### config.mk
export PLATFORM = sky130hd
export DESIGN_NAME = scu_uart
export DESIGN_NICKNAME = d
export VERILOG_FILES = /design/src/rtl/scu_pkg.sv /design/src/rtl/scu_bitclk.sv /design/src/rtl/scu_tx.sv /design/src/rtl/scu_rx.sv /design/src/rtl/scu_uart.sv
export SDC_FILE = /design/constraint.sdc
export NUM_CORES = 1
export LEC_CHECK = 0
export ABC_AREA = 1
export ABC_CLOCK_PERIOD_IN_PS = 1900
export CAP_MARGIN = 10
export CORE_ASPECT_RATIO = 0.5
export CORE_MARGIN = 2
export CORE_UTILIZATION = 46
export CTS_CLUSTER_SIZE = 30
export DETAILED_ROUTE_END_ITERATION = 16
export PLACE_DENSITY = 0.64
export REMOVE_ABC_BUFFERS = 1
export SLEW_MARGIN = 20
export SYNTH_ARGS = -nofsm -noshare
export SYNTH_HDL_FRONTEND = slang
export SYNTH_SLANG_ARGS = --single-unit
export TNS_END_PERCENT = 30
### constraint.sdc
create_clock -name clk_i -period 1.9 [get_ports clk_i]
set_input_delay 0.475 -clock clk_i [delete_from_list [all_inputs] [get_ports clk_i]]
set_output_delay 0.475 -clock clk_i [all_outputs]
set_load 0.02 [all_outputs]
### src/rtl/scu_pkg.sv
package scu_pkg;
  localparam int DW        = 8;
  localparam int OSR       = 16;
  localparam int OSR_W     = $clog2(OSR);
  localparam int PAR_SLOT  = DW + 1;
  localparam int STOP_SLOT = DW + 2;
  localparam int SLOT_W    = $clog2(STOP_SLOT + 1);

  typedef logic [SLOT_W-1:0] slot_t;
  typedef logic [DW-1:0]     byte_t;
endpackage

### src/rtl/scu_bitclk.sv
module scu_bitclk
  import scu_pkg::*;
#(
  parameter int DIV_W = 8
) (
  input  logic             clk_i,
  input  logic             rst_ni,
  input  logic [DIV_W-1:0] div_i,
  input  logic             run_i,
  input  logic             start_i,
  output slot_t            slot_o,
  output logic             mid_o,
  output logic             bnd_o
);
  logic [DIV_W-1:0] pre_q;
  logic [OSR_W-1:0] tcnt_q;
  slot_t            slot_q;
  logic             tick;

  assign tick   = run_i && (pre_q == div_i);
  assign mid_o  = tick && (tcnt_q == OSR_W'(OSR/2 - 1));
  assign bnd_o  = tick && (tcnt_q == OSR_W'(OSR - 1));
  assign slot_o = slot_q;

  always_ff @(posedge clk_i or negedge rst_ni) begin
    if (!rst_ni) begin
      pre_q  <= '0;
      tcnt_q <= '0;
      slot_q <= '0;
    end else if (start_i) begin
      pre_q  <= '0;
      tcnt_q <= '0;
      slot_q <= '0;
    end else if (run_i) begin
      pre_q <= tick ? '0 : pre_q + 1'b1;
      if (tick) begin
        tcnt_q <= bnd_o ? '0 : tcnt_q + 1'b1;
        if (bnd_o) slot_q <= slot_q + 1'b1;
      end
    end
  end
endmodule

### src/rtl/scu_tx.sv
module scu_tx
  import scu_pkg::*;
#(
  parameter int DIV_W      = 8,
  parameter bit ODD_PARITY = 1'b0
) (
  input  logic             clk_i,
  input  logic             rst_ni,
  input  logic [DIV_W-1:0] div_i,
  input  byte_t            data_i,
  input  logic             we_i,
  input  logic             clr_i,
  input  logic             hold_i,
  input  logic             line_i,
  output logic             ready_o,
  output logic             idle_o,
  output logic             active_o,
  output logic             irq_o,
  output logic             nack_o,
  output logic             pd_o
);
  logic             hold_full_q, active_q, irq_q, nack_q;
  byte_t            hold_q;
  logic [STOP_SLOT:0] frm_q;
  slot_t            slot;
  logic             mid, bnd, start, done, samp;

  assign start = ~active_q & hold_full_q & ~hold_i;
  assign done  = active_q & bnd & (slot == SLOT_W'(STOP_SLOT));
  assign samp  = active_q & mid & (slot == SLOT_W'(STOP_SLOT));

  scu_bitclk #(.DIV_W(DIV_W)) u_clk (
    .clk_i   (clk_i),
    .rst_ni  (rst_ni),
    .div_i   (div_i),
    .run_i   (active_q),
    .start_i (start),
    .slot_o  (slot),
    .mid_o   (mid),
    .bnd_o   (bnd)
  );

  always_ff @(posedge clk_i or negedge rst_ni) begin
    if (!rst_ni) begin
      hold_full_q <= 1'b0;
      hold_q      <= '0;
      active_q    <= 1'b0;
      frm_q       <= '1;
      irq_q       <= 1'b0;
      nack_q      <= 1'b0;
    end else begin
      if (start) begin
        active_q    <= 1'b1;
        frm_q       <= {1'b1, (^hold_q) ^ ODD_PARITY, hold_q, 1'b0};
        hold_full_q <= 1'b0;
      end else if (done) begin
        active_q <= 1'b0;
      end
      if (we_i && !hold_full_q) begin
        hold_full_q <= 1'b1;
        hold_q      <= data_i;
      end
      irq_q <= done;
      if (samp && !line_i) nack_q <= 1'b1;
      else if (clr_i)      nack_q <= 1'b0;
    end
  end

  assign pd_o     = active_q & ~frm_q[slot];
  assign ready_o  = ~hold_full_q;
  assign idle_o   = ~hold_full_q & ~active_q;
  assign active_o = active_q;
  assign irq_o    = irq_q;
  assign nack_o   = nack_q;

  a_r4_irq_single: assert property (@(posedge clk_i) disable iff (!rst_ni)
    irq_q |=> !irq_q);
  a_r3_full_write_dropped: assert property (@(posedge clk_i) disable iff (!rst_ni)
    (hold_full_q && !start && we_i) |=> (hold_full_q && $stable(hold_q)));
  a_r5_nack_sticky: assert property (@(posedge clk_i) disable iff (!rst_ni)
    (nack_q && !clr_i) |=> nack_q);
  a_r1_stop_released: assert property (@(posedge clk_i) disable iff (!rst_ni)
    (active_q && slot == SLOT_W'(STOP_SLOT)) |-> !pd_o);
endmodule

### src/rtl/scu_rx.sv
module scu_rx
  import scu_pkg::*;
#(
  parameter int DIV_W      = 8,
  parameter bit ODD_PARITY = 1'b0
) (
  input  logic             clk_i,
  input  logic             rst_ni,
  input  logic [DIV_W-1:0] div_i,
  input  logic             line_i,
  input  logic             en_i,
  input  logic             ack_i,
  output byte_t            data_o,
  output logic             valid_o,
  output logic             perr_o,
  output logic             irq_o,
  output logic             pd_o,
  output logic             busy_o
);
  logic  prev_q, active_q, perr_q, valid_q, perr_out_q, irq_q;
  byte_t shr_q, data_q;
  slot_t slot;
  logic  mid, bnd, start, done, samp;

  assign start = ~active_q & en_i & ~line_i & prev_q;
  assign samp  = active_q & mid;
  assign done  = active_q & bnd & (slot == SLOT_W'(STOP_SLOT));

  scu_bitclk #(.DIV_W(DIV_W)) u_clk (
    .clk_i   (clk_i),
    .rst_ni  (rst_ni),
    .div_i   (div_i),
    .run_i   (active_q),
    .start_i (start),
    .slot_o  (slot),
    .mid_o   (mid),
    .bnd_o   (bnd)
  );

  always_ff @(posedge clk_i or negedge rst_ni) begin
    if (!rst_ni) begin
      prev_q     <= 1'b1;
      active_q   <= 1'b0;
      perr_q     <= 1'b0;
      shr_q      <= '0;
      data_q     <= '0;
      valid_q    <= 1'b0;
      perr_out_q <= 1'b0;
      irq_q      <= 1'b0;
    end else begin
      prev_q <= line_i;
      irq_q  <= done;
      if (start) begin
        active_q <= 1'b1;
        perr_q   <= 1'b0;
      end else if (samp) begin
        if (slot == '0) begin
          if (line_i) active_q <= 1'b0;  // false start
        end else if (slot <= SLOT_W'(DW)) begin
          shr_q <= {line_i, shr_q[DW-1:1]};
        end else if (slot == SLOT_W'(PAR_SLOT)) begin
          perr_q <= ((^shr_q) ^ line_i) != ODD_PARITY;
        end
      end else if (done) begin
        active_q <= 1'b0;
      end
      if (done) begin
        data_q     <= shr_q;
        perr_out_q <= perr_q;
        valid_q    <= 1'b1;
      end else if (ack_i) begin
        valid_q <= 1'b0;
      end
    end
  end

  assign pd_o    = active_q & perr_q & (slot == SLOT_W'(STOP_SLOT));
  assign busy_o  = active_q | start;
  assign data_o  = data_q;
  assign valid_o = valid_q;
  assign perr_o  = perr_out_q;
  assign irq_o   = irq_q;

  a_r7_valid_held: assert property (@(posedge clk_i) disable iff (!rst_ni)
    (valid_q && !ack_i) |=> valid_q);
  a_r6_no_start_when_disabled: assert property (@(posedge clk_i) disable iff (!rst_ni)
    (!en_i && !active_q) |=> !active_q);
endmodule

### src/rtl/scu_uart.sv
module scu_uart
  import scu_pkg::*;
#(
  parameter int DIV_W      = 8,
  parameter bit ODD_PARITY = 1'b0
) (
  input  logic             clk_i,
  input  logic             rst_ni,
  input  logic [DIV_W-1:0] div_i,
  input  logic [7:0]       tx_data_i,
  input  logic             tx_we_i,
  output logic             tx_ready_o,
  output logic             tx_idle_o,
  output logic             tx_irq_o,
  output logic             nack_o,
  input  logic             nack_clr_i,
  output logic [7:0]       rx_data_o,
  output logic             rx_valid_o,
  input  logic             rx_ack_i,
  output logic             rx_perr_o,
  output logic             rx_irq_o,
  input  logic             line_i,
  output logic             line_pd_o
);
  logic [1:0] sync_q;
  logic       line_s, tx_active, rx_busy, tx_pd, rx_pd;

  always_ff @(posedge clk_i or negedge rst_ni) begin
    if (!rst_ni) sync_q <= '1;
    else         sync_q <= {sync_q[0], line_i};
  end
  assign line_s = sync_q[1];

  scu_tx #(.DIV_W(DIV_W), .ODD_PARITY(ODD_PARITY)) u_tx (
    .clk_i    (clk_i),
    .rst_ni   (rst_ni),
    .div_i    (div_i),
    .data_i   (tx_data_i),
    .we_i     (tx_we_i),
    .clr_i    (nack_clr_i),
    .hold_i   (rx_busy),
    .line_i   (line_s),
    .ready_o  (tx_ready_o),
    .idle_o   (tx_idle_o),
    .active_o (tx_active),
    .irq_o    (tx_irq_o),
    .nack_o   (nack_o),
    .pd_o     (tx_pd)
  );

  scu_rx #(.DIV_W(DIV_W), .ODD_PARITY(ODD_PARITY)) u_rx (
    .clk_i   (clk_i),
    .rst_ni  (rst_ni),
    .div_i   (div_i),
    .line_i  (line_s),
    .en_i    (~tx_active),
    .ack_i   (rx_ack_i),
    .data_o  (rx_data_o),
    .valid_o (rx_valid_o),
    .perr_o  (rx_perr_o),
    .irq_o   (rx_irq_o),
    .pd_o    (rx_pd),
    .busy_o  (rx_busy)
  );

  assign line_pd_o = tx_pd | rx_pd;

  a_r9_half_duplex: assert property (@(posedge clk_i) disable iff (!rst_ni)
    !(tx_active && rx_busy));
endmodule

# ---- Word-level counts from Yosys, hierarchy flattened
# Cells that the tools add are included.
dict set report classes {
  order_cmp 2
  n_reduce_logical 33
  eq_ne 13
  muxes 42
  add_sub_neg 6
  bitwise 27
}
# cell count
set op_table {}
lappend op_table {{4-bit 2-to-1 mux} 16}
lappend op_table {{8-bit 2-to-1 mux} 6}
lappend op_table {{2-bit nonzero test} 12}
lappend op_table {{4-bit equality test, second input constant} 5}
lappend op_table {{1-bit 2-to-1 mux} 19}
lappend op_table {{4-bit by 1-bit adder with 4-bit output, second input constant} 4}
lappend op_table {{8-bit by 1-bit adder with 8-bit output, second input constant} 2}
lappend op_table {{1-bit bitwise AND} 16}
lappend op_table {{8-bit equality test} 2}
lappend op_table {{8-bit parity} 2}
lappend op_table {{3-bit AND reduction} 3}
lappend op_table {{4-bit by 3-bit equality test with 1-bit output, second input constant} 2}
lappend op_table {{1-bit logical AND} 8}
lappend op_table {{1-bit inverter} 8}
lappend op_table {{4-bit AND reduction} 2}
lappend op_table {{3-bit by 2-bit != test with 1-bit output, second input constant} 2}
lappend op_table {{4-bit by 5-bit less-than comparator with 1-bit output, second input constant} 1}
lappend op_table {{1-bit binary-select mux with 4-bit select} 1}
lappend op_table {{4-bit <= comparator, second input constant} 1}
lappend op_table {{4-bit zero test} 1}
lappend op_table {{2-bit by 1-bit != test with 1-bit output, second input constant} 2}
lappend op_table {{2-bit AND reduction} 2}
lappend op_table {{3-bit nonzero test} 1}
lappend op_table {{1-bit zero test} 2}
lappend op_table {{other kinds (2)} 3}
dict set report totals {
  register_bits 78
  elab_cells 144
  output_inout_bits 16
  input_bits 22
}

# ---- Logic depth before layout (Yosys ltp)
# Gate-level depths: netlist of the first run.
dict set report depth {
  ltp_word 9
  ltp_mapped 12
  mapped_depth_nobuf 11
}

# ---- Modules after synthesis
# Synthesis of the first run repeated with hierarchy kept, for this count alone.
dict set report hier_totals {
  cells_unflattened 637
  hier_area_um2 4655.7
}
# mod cells_per_inst instances seq_area_each_um2 area_per_inst_um2
set by_module_without_submodules {}
lappend by_module_without_submodules {scu_bitclk 163 2 400.4 1139.8}
lappend by_module_without_submodules {scu_rx 148 1 551.8 1169.9}
lappend by_module_without_submodules {scu_tx 157 1 563.0 1138.6}
lappend by_module_without_submodules {scu_uart 6 1 52.6 67.6}

# ---- Worst setup path after synthesis of the first run
# No wires, ideal clock.
dict set report synth_path {
  path_kind {register to output}
  start {reg u_rx.u_clk.slot_q[0], in the netlist u_rx.u_clk.slot_o[0]}
  end {out line_pd_o}
  slack_ns 0.153
  t_arrival_ns 1.272
  required_time_ns 1.425
  path_stages_with_launch 5
  path_buffers 0
  path_cell_list {dfrtp_1 > inv_1 > ha_1 > nand2_1 > o31ai_1}
}
dict set report synth_via {
  elab_chain_cells 3
}
# element line
set synth_rtl {}
lappend synth_rtl {{start: declaration} scu_bitclk.sv:17} ;# slot_t slot_q;
lappend synth_rtl {{start signal: assignment} scu_bitclk.sv:38} ;# if (bnd_o) slot_q <= slot_q + 1'b1;
lappend synth_rtl {{4-bit equality test} scu_rx.sv:77} ;# assign pd_o = active_q & perr_q & (slot == SLOT_W'(STOP_SLOT));
lappend synth_rtl {{1-bit bitwise AND} scu_rx.sv:77}
lappend synth_rtl {{1-bit bitwise OR} scu_uart.sv:66} ;# assign line_pd_o = tx_pd | rx_pd;
lappend synth_rtl {{end: declaration} scu_uart.sv:23} ;# output logic line_pd_o
# Every way passes these cells.

# ---- Worst setup path after layout of the first run
dict set report layout_path {
  start {reg u_tx.frm_q[0]}
  end {out line_pd_o}
}
dict set report layout_via {
  elab_chain_cells 5
}
# element line
set layout_rtl {}
lappend layout_rtl {{start: declaration} scu_tx.sv:24} ;# logic [STOP_SLOT:0] frm_q;
lappend layout_rtl {{start signal: assignment} scu_tx.sv:54} ;# frm_q <= {1'b1, (^hold_q) ^ ODD_PARITY, hold_q, 1'b0};
lappend layout_rtl {{1-bit binary-select mux with 4-bit select} scu_tx.sv:69} ;# assign pd_o = active_q & ~frm_q[slot];
lappend layout_rtl {{1-bit 2-to-1 mux (not written as such)} scu_tx.sv:69}
lappend layout_rtl {{1-bit inverter} scu_tx.sv:69}
lappend layout_rtl {{1-bit bitwise AND} scu_tx.sv:69}
lappend layout_rtl {{1-bit bitwise OR} scu_uart.sv:66}
# Every way passes these cells. The select of a mux whose other input is x is not followed.

==> results_dict.tcl, run 1 <==
set metrics [dict create \
    track_usage_pct 20.8 \
    numCtsBuffers 9 \
    ys_warn_count 0 \
    fin_util_pct 60.2 \
    violations "negative setup slack" \
    worstSetupPathType "reg -> out" \
    yosys-top-cells-area "dfrtp_1 37%, nand2_1 13%, dfstp_2 7.8%, nand3_1 6.1%, inv_1 5.0%" \
    comb_power_share_pct 24.1 \
    worstPathArrival_ns 1.59 \
    wl_per_cell_um 12.8 \
    dr.pass1.iters 4 \
    irDropWorstVdd_mv 0.478 \
    place_congestion 0.896 \
    synth_top_family_by_area "simple AND/OR/NAND/NOR gates" \
    cts_root_buf "clkbuf_16" \
    synth_cells 556 \
    via_per_inst 4.92 \
    crit_path_frequent_cell "nor2_1" \
    cp_max_fo 2 \
    cts_tree "yes" \
    clkTransAtPathRegs_ns 0.06 \
    synth_top_area_share_pct 36.9 \
    synth_compound_area_share_pct 5.54 \
    power_leakage_uw 0.00304 \
    cp_cell_sequence "nor2_1 > nor2_1 > o21ai_1 > o211ai_1 > nand3b_1 > nand3_2 > o31ai_2 > buf_4" \
    netSwitchingFraction_pct 32.3 \
    fin_worst_skew_ns 0.00615 \
    netSwitchingPower_uw 1660 \
    grt.busiest_layer "met2" \
    cp.buffers_inverters 1 \
    cp_slowest_cell "dfstp_2" \
    area_growth_pct 28.4 \
    setup_viol 1 \
    use_met3_pct 5.58 \
    muxShareOfSynthArea_pct 4.01 \
    slew_viol_final 0 \
    clockPowerShare_pct 33.9 \
    die_w_um 142 \
    h-tree-depth 3 \
    synth_cell_types 39 \
    core_sq_um 9380 \
    grt_max_degree 50 \
    synth.avg_cell_area_sq_um 7.92 \
    grt_pass1_wl_um 16800 \
    min_path_type "reg -> reg" \
    synthXorXnorAreaFrac_pct 3.38 \
    drt_wl_total_um 9840 \
    fin_nets 677 \
    rsz0062_at_grt "yes" \
    place_ws_ns -0.380 \
    drc 0 \
    drt_iter0_markers 215 \
    p_per_area_nw_per_um2 907 \
    yosys.area.top_type "dfrtp_1" \
    rows 25 \
    dpl.hpwl_um 7400 \
    grt_pass1_vias 3541 \
    seqPwrFrac_pct 42.0 \
    yosys.area_share.simple_pct 32.3 \
    status "finished with violations" \
    port-buffer-count 37 \
    grt_use_met2_pct 31.9 \
    critPathLaunchType "flip-flop" \
    final.setup.tns_ns -0.162 \
    synth-seq-area-share_pct 44.7 \
    tightest_slew_ns 0.372 \
    layout_min_cycle_time_ns 2.06 \
    num_io_pins 38 \
    max_slew_margin_pct 75.0 \
    worst_slack_ns -0.162 \
    ant_nets 0 \
    antenna_found_initial 0 \
    multi_input_area_sq_um 2180 \
    fmax_mhz 485 \
    diodes 0 \
    fill_cells 850 \
    clock-sinks 78 \
    hold_viol_final 0 \
    p_int_uw 3470 \
    critPathMaxStageDelay_ns 0.53 \
    cp.required_ns 1.42 \
    grtUsageMet1_pct 30.3 \
    regArea_sq_um 1970 \
    ys_ff_latch 78 \
    synthAdderAreaFrac_pct 2.84 \
    period_share_pct 109 \
    clock_path_buffers 2 \
    cp_top_family "flip-flops" \
    drive_gt1_share_pct 20.5 \
    cp-end-kind "output port" \
    overflow 0 \
    worstSkewPairLatency_ns 0.34 \
    dieArea_sq_um 10400 \
    drv_cap 0 \
    die_height_um 73.2 \
    dr_total_vias 3791 \
    netlist_area_sq_um 4400 \
    start_util_pct 46.9 \
]
Yosys cell counts (all sizes together):
| master | n |
|---|---|
| or2 | 1 |
| nand2 | 164 |
| dfrtp | 65 |
| xor2 | 10 |
| mux2 | 14 |
| a31oi | 1 |
| nand3b | 1 |
| dfstp | 13 |
| nor3 | 12 |
| xnor2 | 7 |
| nor4 | 1 |
| o31ai | 1 |
| o211ai | 2 |
| clkbuf | 1 |
| buf | 6 |
| a21oi | 11 |
| ha | 10 |
| o22ai | 1 |
| nand3 | 55 |
| nand4 | 16 |
| o21ai | 30 |
| nor2 | 64 |
| clkinv | 1 |
| inv | 69 |
sequential cells by signal, indices dropped and copies added (netlist names):
| name | cells |
|---|---|
| u_rx.u_clk.slot_o | 4 |
| u_rx.data_o | 8 |
| u_rx.perr_q | 1 |
| u_rx.valid_o | 1 |
| u_tx.u_clk.pre_q | 8 |
| u_rx.irq_o | 1 |
| sync_q | 2 |
| u_tx.irq_o | 1 |
| u_rx.u_clk.tcnt_q | 4 |
| u_tx.u_clk.tcnt_q | 4 |
| u_tx.u_clk.slot_o | 4 |
| u_tx.frm_q | 10 |
| u_rx.active_q | 1 |
| u_tx.hold_full_q | 1 |
| u_tx.hold_q | 8 |
| u_rx.perr_o | 1 |
| u_rx.prev_q | 1 |
| u_rx.u_clk.pre_q | 8 |
| u_tx.active_o | 1 |
| u_tx.nack_o | 1 |
| u_rx.shr_q | 8 |
layout by cell type (no fill, tap or decap), types with 9 or more instances in the layout:
master	instances
nand2_1	155
dfrtp_1	64
inv_1	56
nor2_1	54
nand3_1	53
buf_4	44
clkdlybuf4s50_1	25
o21ai_0	20
nand4_1	14
dfstp_2	13
inv_2	12
nor3_1	10
o21ai_1	10
a21oi_1	10
xor2_1	10
ha_1	10
mux2_2	9
clkbuf_16	9
metrics by stage:
stage          area (sq um)  cells  power, uW  hold slack [ns]
2_1_floorplan          4350    549       2960            0.179
3_3_place_gp           5230    750       3360            0.301
3_5_place_dp           5230    750       3370            0.301
4_1_cts                5600    770       5140            0.357
5_1_grt                5650    771       5470            0.361
6_report               5650    771       5130            0.357
per-layer routing:
layer	share of wire, %	wire length [um]	up-vias
li1	-	-	1975
met1	51	5050	1744
met2	43	4260	63
met3	4.7	467	9
met4	0.62	61	0
met5	0	0	-
logic make-up after synthesis:
group                      Yosys count
muxes                               14
adders and majority gates           10
AOI/OAI and AO/OA                   46
DFF                                 78
and+or+nand+nor                    314
xor gates and xnor gates            17
buffers and inverters               77
power by group through the flow:
stage                     logic, uW  clock network, uW  registers, uW
after floorplan                 859                  0           2100
after global placement         1190                  0           2180
after detailed placement       1190                  0           2180
after CTS                      1200               1780           2150
after global routing           1430               1850           2190
final                          1240               1740           2160
final cells by class:
class / count / share of cell area [%]
Tap cell: 121 / 2.68
Inverter: 70 / 4.69
Timing Repair Buffer: 84 / 13.8
Sequential cell: 78 / 34.8
Multi-Input combinational cell: 402 / 38.6
Clock inverter: 5 / 1.04
Clock buffer: 11 / 4.29
final timing paths:
| check | startpoint | end | slack [ns] | cells past startpoint |
|---|---|---|---|---|
| setup / recovery | u_tx.frm_q[0] | line_pd_o | -0.16 | 8 |
| hold / removal | sync_q[0] | sync_q[1] | 0.36 | 0 |
| setup reg to reg | u_tx.active_o | u_rx.shr_q[3] | 0.18 | 9 |
| hold reg to reg | sync_q[0] | sync_q[1] | 0.36 | 0 |
| max in group asynchronous | rst_ni | sync_q[1] | 0.87 | 3 |
| min in group asynchronous | rst_ni | u_tx.hold_q[2] | 0.49 | 2 |
repair_timing:
item,CTS,global route
setup buffers,2,1
setup endpoints to repair,11,47
pin swaps,4,6
gates cloned,1,0
hold buffers,1,0
endpoints found under the hold margin,6,0
gates resized for setup,17,17
No activity file was read; power rests on OpenSTA's default activity.
==> run 2: changes to the inputs <==
ABC_AREA = not set   (was 1)
HOLD_SLACK_MARGIN = 0.02   (was not set)
==> run 2 against run 1 <==
  * The run still ends with negative setup slack left
  * Sequential share of layout area increased by 2.3 points
  * Clock-buffer cell count unchanged
  * Critical path depth fell by 3
  * Highest routed layer unchanged
==> results_dict.tcl, run 2 <==
set metrics [dict create \
    status "finished with violations" \
    violations "negative setup slack" \
    synth_top_cells_by_count "65 x dfrtp_1, 48 x nand2_1, 34 x xnor2_1" \
    rr_endpoint "u_rx.shr_q[5]" \
    rr_worst_depth 6 \
    die_height_um 69.0 \
    drc 0 \
    timing.rr.start "u_rx.u_clk.pre_q[4]" \
    synth-seq-area-share_pct 50.6 \
    place_ws_ns -0.598 \
    num_io_pins 38 \
    synth_cells 362 \
    drv_cap 0 \
    cp.required_ns 1.42 \
    irDropWorstVdd_mv 0.578 \
    yosys.area.top_type "dfrtp_1" \
    clock_path_buffers 2 \
    synth.avg_cell_area_sq_um 10.7 \
    slew_viol_final 0 \
    hold_slack_ns 0.0869 \
    area_growth_pct 36.5 \
    synth_edf_count 0 \
    fin_nets 494 \
    dr_total_vias 3054 \
    cp-end-kind "output port" \
    diodes 0 \
    max_slew_margin_pct 68.7 \
    port-buffer-count 37 \
    rsz0062_at_grt "yes" \
    cts_tree "yes" \
    dr.pass1.iters 4 \
    clkTransAtPathRegs_ns 0.06 \
    mostFrequentLayoutCell "dfrtp_1" \
    final_area_sq_um 5310 \
    synth_ff_type "dfrtp_1" \
    grt_pass1_wl_um 14500 \
    synth_top_area_share_pct 41.9 \
    dieArea_sq_um 9240 \
    place_area_sq_um 4790 \
    largest_reg_flops 10 \
    critPathLaunchType "flip-flop" \
    worstPathArrival_ns 1.84 \
    worstSkewPairLatency_ns 0.34 \
    final_cell_mix "64 x dfrtp_1, 58 x buf_4, 48 x nand2_1" \
    fin_worst_skew_ns 0.00848 \
    antenna_found_initial 0 \
    start_util_pct 48.1 \
    track_usage_pct 20.8 \
    min_path_type "in -> async" \
    clock-sinks 78 \
    netlist_area_sq_um 3890 \
    grt_pass1_vias 3080 \
    ys_warn_count 0 \
    setup_viol 1 \
    die_w_um 134 \
    via_per_inst 5.27 \
    r2r_slack_ns 0.03 \
    h-tree-depth 3 \
    wl_per_cell_um 15.5 \
    critPathLaunch "u_tx.u_clk.slot_o[0]" \
    synthArstFlopShare_pct 100 \
    worst_slack_ns -0.416 \
    cts_root_buf "clkbuf_16" \
    synth_cell_types 45 \
    power_leakage_uw 0.00242 \
    rows 23 \
    worstSetupPathType "reg -> out" \
    yosys-top-cells-area "dfrtp_1 42%, dfstp_2 8.8%, xnor2_1 7.7%, mux2_2 7.2%, nand2_1 4.6%" \
    cp_max_fo 3 \
    drive_gt1_share_pct 32.3 \
    fmax_mhz 432 \
    grt_max_degree 36 \
    core_sq_um 8090 \
    numCtsBuffers 9 \
    layout_min_cycle_time_ns 2.32 \
    drt_iter0_markers 181 \
    period_share_pct 122 \
    drt_wl_total_um 8960 \
    ant_nets 0 \
    overflow 0 \
    place_congestion 0.846 \
    hold_viol_final 0 \
    yosysMostFrequentCell "dfrtp_1" \
    hold_buffers 0 \
    top_register "u_tx.frm_q" \
    dpl.hpwl_um 6250 \
    ys_ff_latch 78 \
    p_per_area_nw_per_um2 1040 \
    tightest_slew_ns 0.470 \
]
==> run 2: cell types whose count changed in the layout (fill, tap and decap cells not counted), moves of 8 or more <==
cell / change
nand2_1: -107
inv_1: -47
nand3_1: -43
nor2_1: -33
xnor2_1: +21
buf_4: +14
inv_2: -10
mux2_2: +8
o21ai_1: -8
==> run 2: per-stage QoR <==
| stage | total power, uW | std cells | TNS (ns) | util [%] |
|---|---|---|---|---|
| 2_1_floorplan | 2810 | 353 | -1.09 | - |
| 3_3_place_gp | 3310 | 556 | -22.76 | 59.2 |
| 3_5_place_dp | 3360 | 556 | -24.12 | 59.2 |
| 4_1_cts | 5430 | 575 | -0.607 | 64.8 |
| 5_1_grt | 5800 | 579 | -1.08 | 65.6 |
| 6_report | 5520 | 579 | -0.416 | 65.6 |
==> run 2: kinds of logic (layout without fill, tap and decap cells) <==
family          count (synthesis)  count (layout)  share of synthesized area, %
simple gates                  136             136                          18.2
flops                          78              78                          50.6
xor+xnor                       46              46                          10.6
compound gates                 41              41                          6.05
mux                            31              31                          9.43
buf+inv                        20             125                          1.93
fa+ha+maj                      10              10                          3.22
==> run 2: critical path, stage by stage, from the launching register on <==
cell and delay [ns]:
dfrtp_1 0.40, mux4_2 0.51, mux2i_1 0.14, o21ai_1 0.09
o22ai_1 0.18, buf_4 0.17
==> run 2: how the worst max path moves through the flow <==
stage | end | slack (ns)
floorplan | u_rx.shr_q[0] | -0.12
global placement | u_tx.u_clk.slot_o[0] | -0.58
detailed placement | u_rx.shr_q[4] | -0.60
CTS | line_pd_o | -0.47
global route | line_pd_o | -0.54
finish | line_pd_o | -0.42
==> run 2: final cells by class <==
type / count / area, sq um
tap: 112 / 140
multi-input combinational: 264 / 1980
clock inverter: 5 / 106
timing repair buffer: 98 / 836
clock buffer: 11 / 233
fill: 609 / 2780
inverter: 11 / 41.3
sequential: 78 / 1970
==> run 2: routing by layer <==
layer / up-vias / track usage (%) / wire length [um]
li1: 1454 / - / -
met1: 1493 / 25.0 / 3800
met2: 93 / 36.6 / 4410
met3: 14 / 6.36 / 616
met4: 0 / 7.45 / 127
met5: - / 0 / 0
==> run 2: where the power goes <==
group / internal (uW) / switching, uW
clock: 1290 / 671
combinational: 810 / 641
sequential: 1880 / 226
==> run 2: repair_timing <==
item                       4_1_cts  5_1_grt
setup buffers                    3        4
resized for setup               42       16
pin swaps                       15       16
setup endpoints to repair       39       32
